===== config.mk =====
export PLATFORM = sky130hd
export DESIGN_NAME = smbus_host
export DESIGN_NICKNAME = d
export VERILOG_FILES = /design/src/rtl/smbus_host.sv
export SDC_FILE = /design/constraint.sdc
export NUM_CORES = 1
export LEC_CHECK = 0
export BUFFER_PORTS_ARGS = -buffer_cell sky130_fd_sc_hd__buf_2
export CAP_MARGIN = 20
export CORE_MARGIN = 2
export CORE_UTILIZATION = 48
export DETAILED_ROUTE_END_ITERATION = 12
export PLACE_DENSITY_LB_ADDON = 0.08
export SLEW_MARGIN = 0
export SYNTH_ARGS = -nofsm -noshare
export SYNTH_HDL_FRONTEND = slang
export SYNTH_SLANG_ARGS = --single-unit

===== constraint.sdc =====
create_clock -name clk -period 3.4 [get_ports clk]
set_clock_uncertainty 0.2 [all_clocks]
set_input_delay 0.51 -clock clk [delete_from_list [all_inputs] [get_ports clk]]
set_output_delay 0.51 -clock clk [all_outputs]
set_load 0.03 [all_outputs]

===== src/rtl/smbus_host.sv =====
module smbus_host #(
  parameter int CLK_HZ = 50_000_000,
  parameter int SCL_HZ = 100_000
) (
  input  logic       clk,
  input  logic       rst_n,
  input  logic       reg_wr,
  input  logic [2:0] reg_addr,
  input  logic [7:0] reg_wdata,
  output logic [7:0] reg_rdata,
  output logic       irq,
  input  logic       sda_i,
  output logic       scl_oe,
  output logic       sda_oe
);

  localparam int QTR = (CLK_HZ / (4 * SCL_HZ)) > 0 ? CLK_HZ / (4 * SCL_HZ) : 1;
  localparam int DW  = $clog2(QTR) + 1;

  localparam logic [3:0] A_AW = 4'd0, A_AR = 4'd1, A_CMD = 4'd2, A_D0 = 4'd3,
                         A_D1 = 4'd4, A_SR = 4'd5, A_R0  = 4'd6, A_R1 = 4'd7,
                         A_P  = 4'd8;

  typedef enum logic [2:0] {S_IDLE, S_START, S_BYTE, S_RSTART, S_STOP} state_t;

  state_t          st, nst;
  logic [DW-1:0]   div;
  logic [1:0]      q;
  logic [3:0]      bitn;
  logic [2:0]      ph;
  logic [3:0]      act, nact;
  logic [7:0]      sh, nsh;
  logic            nacked;
  logic [7:0]      a_reg, c_reg, d0, d1;
  logic [1:0]      typ;
  logic            ie, hen;
  logic            f_done, f_dev, f_bus, f_fail;

  wire busy     = (st != S_IDLE);
  wire tick     = busy && (div == DW'(QTR - 1));
  wire wr_st    = reg_wr && (reg_addr == 3'd0);
  wire wr_ct    = reg_wr && (reg_addr == 3'd1);
  wire go       = wr_ct && reg_wdata[7] && hen && !busy;
  wire kill     = wr_ct && reg_wdata[6] && busy;
  wire rd       = a_reg[0];
  wire word     = typ[1];
  wire has_data = |typ;
  wire is_rx    = (act == A_R0) || (act == A_R1);
  wire ack_rx   = (act == A_R0) && word;
  wire unused_ok = reg_wdata[5];

  always_comb begin
    nact = A_P;
    if (!rd) begin
      case (ph)
        3'd0: nact = A_AW;
        3'd1: nact = A_CMD;
        3'd2: nact = has_data ? A_D0 : A_P;
        3'd3: nact = word ? A_D1 : A_P;
        default: nact = A_P;
      endcase
    end else if (!has_data) begin
      case (ph)
        3'd0: nact = A_AR;
        3'd1: nact = A_R0;
        default: nact = A_P;
      endcase
    end else begin
      case (ph)
        3'd0: nact = A_AW;
        3'd1: nact = A_CMD;
        3'd2: nact = A_SR;
        3'd3: nact = A_AR;
        3'd4: nact = A_R0;
        3'd5: nact = word ? A_R1 : A_P;
        default: nact = A_P;
      endcase
    end
  end

  always_comb begin
    case (nact)
      A_AW:    nsh = {a_reg[7:1], 1'b0};
      A_AR:    nsh = {a_reg[7:1], 1'b1};
      A_CMD:   nsh = c_reg;
      A_D0:    nsh = d0;
      A_D1:    nsh = d1;
      default: nsh = 8'h00;
    endcase
    nst = (nact == A_SR) ? S_RSTART : (nact == A_P) ? S_STOP : S_BYTE;
  end

  always_ff @(posedge clk or negedge rst_n) begin
    if (!rst_n) begin
      st <= S_IDLE; div <= '0; q <= '0; bitn <= '0; ph <= '0; act <= A_P;
      sh <= '0; nacked <= 1'b0;
      a_reg <= '0; c_reg <= '0; d0 <= '0; d1 <= '0; typ <= '0; ie <= 1'b0; hen <= 1'b0;
      f_done <= 1'b0; f_dev <= 1'b0; f_bus <= 1'b0; f_fail <= 1'b0;
    end else begin
      div <= (!busy || tick) ? '0 : div + 1'b1;
      if (reg_wr && !busy) begin
        case (reg_addr)
          3'd1: begin ie <= reg_wdata[0]; typ <= reg_wdata[2:1]; end
          3'd2: a_reg <= reg_wdata;
          3'd3: c_reg <= reg_wdata;
          3'd4: d0 <= reg_wdata;
          3'd5: d1 <= reg_wdata;
          default: ;
        endcase
      end
      if (reg_wr && reg_addr == 3'd6) hen <= reg_wdata[0];
      if (wr_st) begin
        if (reg_wdata[1]) f_done <= 1'b0;
        if (reg_wdata[2]) f_dev  <= 1'b0;
        if (reg_wdata[3]) f_bus  <= 1'b0;
        if (reg_wdata[4]) f_fail <= 1'b0;
      end
      if (go) begin
        st <= S_START; q <= '0; ph <= '0; nacked <= 1'b0;
      end else if (kill) begin
        st <= S_IDLE; f_fail <= 1'b1;
      end else if (tick) begin
        q <= q + 1'b1;
        case (st)
          S_BYTE: begin
            if (q == 2'd1) begin
              if (bitn != 4'd8) begin
                if (is_rx) sh <= {sh[6:0], sda_i};
                else if (sh[7] && !sda_i) begin
                  st <= S_IDLE; f_bus <= 1'b1;
                end
              end else if (!is_rx && sda_i) nacked <= 1'b1;
            end
            if (q == 2'd3) begin
              if (bitn != 4'd8) begin
                bitn <= bitn + 1'b1;
                if (!is_rx) sh <= {sh[6:0], 1'b0};
              end else begin
                if (act == A_R0) d0 <= sh;
                if (act == A_R1) d1 <= sh;
                if (nacked) st <= S_STOP;
                else begin
                  ph <= ph + 1'b1; act <= nact; sh <= nsh; bitn <= '0; st <= nst;
                end
              end
            end
          end
          S_STOP: if (q == 2'd3) begin
            st <= S_IDLE;
            if (nacked) f_dev <= 1'b1;
            else f_done <= 1'b1;
          end
          S_START, S_RSTART: if (q == 2'd3) begin
            ph <= ph + 1'b1; act <= nact; sh <= nsh; bitn <= '0; st <= nst;
          end
          default: ;
        endcase
      end
    end
  end

  always_comb begin
    scl_oe = 1'b0;
    sda_oe = 1'b0;
    case (st)
      S_START:  begin scl_oe = (q == 2'd3); sda_oe = q[1]; end
      S_RSTART: begin scl_oe = (q == 2'd0) || (q == 2'd3); sda_oe = q[1]; end
      S_STOP:   begin scl_oe = (q == 2'd0); sda_oe = !q[1]; end
      S_BYTE: begin
        scl_oe = (q == 2'd0) || (q == 2'd3);
        sda_oe = (bitn == 4'd8) ? (is_rx && ack_rx) : (!is_rx && !sh[7]);
      end
      default: ;
    endcase
  end

  always_comb begin
    case (reg_addr)
      3'd0:    reg_rdata = {3'b000, f_fail, f_bus, f_dev, f_done, busy};
      3'd1:    reg_rdata = {5'b00000, typ, ie};
      3'd2:    reg_rdata = a_reg;
      3'd3:    reg_rdata = c_reg;
      3'd4:    reg_rdata = d0;
      3'd5:    reg_rdata = d1;
      3'd6:    reg_rdata = {7'b0000000, hen};
      default: reg_rdata = 8'h00;
    endcase
  end

  assign irq = ie && (f_done || f_dev || f_bus || f_fail);

endmodule


## Word level (Yosys, flattened, before mapping)

Cells that the tools add are included.

- Reductions and logical operators: 53
- Add/sub/neg operators: 4
- Bitwise logic cells: 2
- Equal/unequal tests: 41
- Multiplexer cells: 114

Operators by type and width:

| operator | number |
|---|---|
| $mux 8 | 27 |
| $mux 3 | 21 |
| $pmux 8 s7 | 1 |
| $mux 4 | 13 |
| $pmux 8 s5 | 1 |
| $mux 1 | 38 |
| $pmux 4 s2 | 3 |
| $pmux 4 s6 | 1 |
| $eq 3x2->1 const B | 6 |
| $eq 3x3->1 const B | 6 |
| $eq 4x3->1 const B | 4 |
| $logic_and 1x1->1 | 16 |
| $pmux 4 s4 | 1 |
| $pmux 8 s2 | 1 |
| $reduce_and 7->1 | 2 |
| $ne 3x3->1 const B | 4 |
| $ne 2x2->1 const B | 5 |
| $reduce_bool 2->1 | 5 |
| $eq 3x1->1 const B | 3 |
| $pmux 3 s3 | 1 |
| $reduce_bool 3->1 | 3 |
| $add 8x1->8 const B | 1 |
| $eq 4x2->1 const B | 2 |
| $eq 4x4->1 const B | 2 |
| 27 further kinds | 47 |

- Logic and storage cells: 233
- Flip-flop bits (word level): 73

## Longest topological paths before layout

- Depth after elaboration: 14
- Mapped depth: 10

## Worst setup path before layout

Ideal clock, no wire load.

- Path type: input -> register
- Start: in reg_addr[1]
- End: reg d1[6]
- Slack: 640 ps
- Arrival: 2437 ps
- Path buffers: 4
- Stages: 10
- Setup time: 123 ps
- Required time: 3077 ps
- Cell sequence: buf_4 > nor4bb_1 > clkbuf_1 > and2_1 > or4_4 > or4_1 > buf_2 > buf_6 > nor2_1 > a21oi_1

- Word-level cells in the longest chain between the ends: 10

RTL lines:

| item | line | source |
|---|---|---|
| start: declaration | 8 | `input logic [2:0] reg_addr,` |
| $eq 3x3->1 | 102 | `case (reg_addr)` |
| $mux 8 | 102 |  |
| $mux 8 | 101 | `if (reg_wr && !busy) begin` |
| $mux 8 | 140 | `if (act == A_R1) d1 <= sh;` |
| $mux 8 | 135 | `if (bitn != 4'd8) begin` |
| $mux 8 | 134 | `if (q == 2'd3) begin` |
| $mux 8 | 124 | `case (st)` |
| $mux 8 | 122 | `end else if (tick) begin` |
| $mux 8 | 120 | `end else if (kill) begin` |
| $mux 8 (*) | 118 | `if (go) begin` |
| end signal: assignment | 107 | `3'd5: d1 <= reg_wdata;` |
| end signal: assignment | 140 |  |
| end: declaration | 34 | `logic [7:0] a_reg, c_reg, d0, d1;` |

Every way passes the cells marked *; elsewhere a longest branch is shown, timed or not.
A chain may end at the register's enable or synchronous reset.

## Final worst setup path

- Start: reg ph[1]
- End: reg sh[6]

- Word-level cells in the longest chain between the ends: 10

RTL lines:

| item | line | source |
|---|---|---|
| start: declaration | 30 | `logic [2:0] ph;` |
| start signal: assignment | 95 | `st <= S_IDLE; div <= '0; q <= '0; bitn <= '0; ph <= '0; act <= A_P;` |
| start signal: assignment | 119 | `st <= S_START; q <= '0; ph <= '0; nacked <= 1'b0;` |
| start signal: assignment | 143 | `ph <= ph + 1'b1; act <= nact; sh <= nsh; bitn <= '0; st <= nst;` |
| $eq 3x3->1 (tied with other cells) | 69 | `case (ph)` |
| $pmux 4 s6 / $pmux 4 s2 (equally long branches) | 69, 63 |  |
| $mux 4 | 62 | `end else if (!has_data) begin` |
| $mux 4 (*) | 54 | `if (!rd) begin` |
| $eq 4x3->1 (tied with other cells) | 82 | `case (nact)` |
| $pmux 8 s5 (*) | 82 |  |
| $mux 8 | 141 | `if (nacked) st <= S_STOP;` |
| $mux 8 | 135 |  |
| $mux 8 | 134 |  |
| $pmux 8 s2 (*) | 124 |  |
| end signal: assignment | 128 | `if (is_rx) sh <= {sh[6:0], sda_i};` |
| end signal: assignment | 137 | `if (!is_rx) sh <= {sh[6:0], 1'b0};` |
| end: declaration | 32 | `logic [7:0] sh, nsh;` |

Every way passes the cells marked *; elsewhere a longest branch is shown, timed or not. The select of a mux whose other input is x is not followed.

==> results.md <==
- In this run the mean area of a mapped cell was 9.08 um^2.
- The combined area of the multi-input logic cells is 2850 um^2.
- The standard cell area after detailed placement is 5150 um^2.
- Of the total power, the clock network draws 0.225.
- The cell sitting at the root of the clock tree is a sky130_fd_sc_hd__clkbuf_8.
- Of the available clock period, the critical path in the final layout requires 0.864.
- The area of the core is 9820 um^2.
- The count of warnings emitted by yosys is 0.
- The overall routing resource usage is 0.253.
- Clock-pin slew was measured on the worst setup and hold paths at 90 ps.
- The post-layout instance area is 5340 um^2.
- The path class of the lowest-slack min-delay path is in2async.
- Setup repair after global routing left no endpoint under its margin.
- The count of max-cap constraint violations is 0.
- The clock drives 73 sinks.
- For this block, the via count after detailed routing is 4293.
- The total of buffers placed on input and output ports is 25.
- The internal power summed over all cells is 0.00175 W.
- Measured against its own limit, the worst slew margin works out to 0.334.
- The number of clock buffers added by TritonCTS is 9.
- In the final layout, the share of cells above drive strength 1 is 0.163.
- The count of TritonRoute iterations in the first routing pass is 5.
- The highest clock rate is 340 MHz.
- The number of core rows is 36.
- Ranked by total cell area, the synthesized netlist is headed by sky130_fd_sc_hd__dfrtp_1 (37%), sky130_fd_sc_hd__mux2i_1 (7.2%), sky130_fd_sc_hd__mux2_2 (5.3%).
- The cell count after synthesis came out at 539.
- The unique cell type count in the Yosys netlist is 68.
- Adding up every negative setup slack in the final design gives 0 ps.
- The number of antenna violations at the first check in global routing is 0.
- The net switching component of the power is 0.00120 W.
- Hold repair after CTS inserted 0 buffers.
- The arrival time of the worst setup path is 2990 ps.
- The sequential cell area fraction in the yosys report is 0.374.
- The element type at the critical path end is a register.
- In the synthesized netlist the async set-or-reset flop fraction comes to 1.00.
- The biggest fanout along the worst timing path is 14.
- The source-to-sink clock delay at the later pin of the worst-skew pair is 370 ps.
- The routed design has 13200 um of wire.
- The maximum number of pins on one net before global-route repair is 74.
- The per-cell via count in the routed design is 6.21.
- The combinational fraction of design power is 0.343.
- The x dimension of the die is 105 um.
- For this configuration, the core starts out at a cell density of 0.498.
- IR analysis of the VDD net gives a maximum drop of 255 uV.
- The count of nets left with antenna violations once routing finished came out at 0.
- The library cell contributing the largest single delay on the critical path is sky130_fd_sc_hd__or4b_2.
- The post-synthesis cell type with the largest combined area is sky130_fd_sc_hd__dfrtp_1.
- The number of pins exceeding their max-slew limit in the final report is 0.
- The number of instances in the placed design is 675.
- The number of buffers and inverters on the critical path is 2.
- Of the total power, registers draw 0.432.
- Of the post-synthesis cell area, the dominant cell type holds 0.368.
- The switching fraction of total power is 0.406.
- The worst path needs 2940 ps of the cycle, external delays included.
- For this design the ratio of total power to cell area is 552 nW/um^2.
- The number of top-level pins is 26.
- In this run the vertical extent of the chip is 105 um.
- The flop-to-flop setup slack is 460 ps.
- The total overflow reported by the global router is 0.
- The final-layout fill cell count is 929.
- The global-route wire length before repair is 22000 um.
- The worst setup path is launched from a register.
- The number of global-route vias before repair is 4099.
- The synthesized netlist net count is 566.
- The number of enable-type register cells in the synthesized netlist is 0.
- The wire length per cell is 19.2 um.
- The total count of hold-check failures in the final report is 0.
- The half-perimeter wire length after placement is 9750 um.
- In this run the number of cells on the critical path is 8.
- TritonCTS built the clock tree.
- The source of the worst register-to-register timing path is ph[1]$_DFFE_PN0P_.
- The run finished with clean final reports.
- The critical path is of the reg2reg type.
- In this run, the number of DRC markers left after iteration 0 of detailed routing was 413.
- Compared with the post-synthesis result, the final layout area differs by 9.08%.
- The number of flip-flops and latches in the synthesized netlist is 73.
- In the synthesized netlist, the cells that appear most often are sky130_fd_sc_hd__dfrtp_1 (72), sky130_fd_sc_hd__nand2_1 (45), sky130_fd_sc_hd__nor2_1 (44).
- The slew at the pin closest to its max-slew limit is 991 ps.
- The die covers 11000 um^2.
- Once layout is complete, the cells apart from fillers number 691.
- In this run the static leakage power is 2.19 nW.
- Post-CTS repair changed the size of 0 cells.
- The sequential standard cell area is 1830 um^2.
- The most instantiated flip-flop cell in the synthesis netlist is sky130_fd_sc_hd__dfrtp_1.
- The required time at the worst-slack endpoint is 3450 ps.
- The total of endpoints with negative setup slack in the final report is 0.
- The placer congestion estimate is 0.897.
- The most common cell in the synthesized netlist is sky130_fd_sc_hd__dfrtp_1.
- The clock passes through at most 2 buffers.
- The critical path's largest stage delay is 590 ps.
- The net count of the finished layout is 580.
- The number of antenna diodes is 0.
- The worst reg2reg path depth is 8.
- In this run the critical register-to-register path is captured at sh[6]$_DFFE_PN0P_.
- The level count of the clock H-tree is 3.
- The signal on the critical path passes through inv_1 -> ha_1 -> or4b_2 -> o21ai_0 -> a31oi_2 -> buf_4 -> a311oi_1 -> a21oi_1.
- The count of buffers added by post-CTS timing repair for setup is 0.
- The mapped cell area is 4890 um^2.
- The cell family contributing the most delay on the critical path is compound AO/OA/AOI/OAI gates.
- Following the worst setup path forward leads to its endpoint at sh[6]$_DFFE_PN0P_.
- The launch point of the worst path is ph[1]$_DFFE_PN0P_.
- For this run, design rule violations remaining after detail routing come to 0.
==> power groups by stage <==
stage          clock [W]  combinational [W]  sequential [W]
2_1_floorplan          0           0.000767         0.00117
3_3_place_gp           0           0.000977         0.00128
3_5_place_dp           0            0.00100         0.00128
4_1_cts         0.000684            0.00100         0.00127
5_1_grt         0.000730            0.00111         0.00130
6_report        0.000664            0.00101         0.00127
==> per-layer routing <==
metal,part of all wire,track usage,wire (um),up-vias
li1,-,-,-,2055
met1,0.46,0.350,6090,2020
met2,0.44,0.388,5810,185
met3,0.077,0.0636,1010,33
met4,0.024,0.0810,316,0
met5,0,0,0,-
==> final cells by class <==
| type | instances | area share |
|---|---|---|
| inverter | 20 | 0.0141 |
| clock inverter | 7 | 0.0117 |
| multi-input combinational | 410 | 0.534 |
| sequential | 73 | 0.343 |
| timing repair buffer | 39 | 0.0436 |
| tap | 133 | 0.0312 |
| clock buffer | 9 | 0.0232 |
==> cells in the final DEF (no fill, tap or decap), drive strengths merged, types with 10 or more instances in the layout <==
cell type and instances:
a31oi 11, nor2 44, a21oi 25, nand2b 10, dfrtp 72, o22ai 12, buf 39, mux2 23
nor3 19, o21ai 33, nand2 45, inv 24, ha 12, nand3 16, mux2i 35
==> kinds of logic after synthesis <==
| logic type | synth area share |
|---|---|
| and+or+nand+nor | 0.186 |
| muxes | 0.129 |
| DFF | 0.374 |
| adders and majority gates | 0.0307 |
| buffers and inverters | 0.0468 |
| xor gates and xnor gates | 0.0107 |
| AOI/OAI and AO/OA | 0.223 |
==> stage by stage <==
| step | setup slack [ps] | hold WS, ps | utilization | total power (W) |
|---|---|---|---|---|
| CTS | 492 | 116 | 0.543 | 0.00295 |
| global placement | 513 | 262 | 0.524 | 0.00226 |
| global route | 240 | 127 | 0.543 | 0.00313 |
| detailed placement | 477 | 273 | 0.524 | 0.00228 |
| finish | 461 | 64.0 | 0.543 | 0.00295 |
| floorplan | 640 | 14.4 | - | 0.00193 |
==> how the worst min path moves through the flow <==
stage                                      end  slack (ps)  cells after the start
after floorplan           a_reg[0]$_DFFE_PN0P_          10                      0
after global placement      act[3]$_DFFE_PN1P_         260                      2
after detailed placement    act[3]$_DFFE_PN1P_         270                      2
after CTS                 a_reg[0]$_DFFE_PN0P_         120                      1
after global routing            ie$_DFFE_PN0P_         130                      1
final                     a_reg[0]$_DFFE_PN0P_          60                      1
Power figures use the tool's default switching activity.
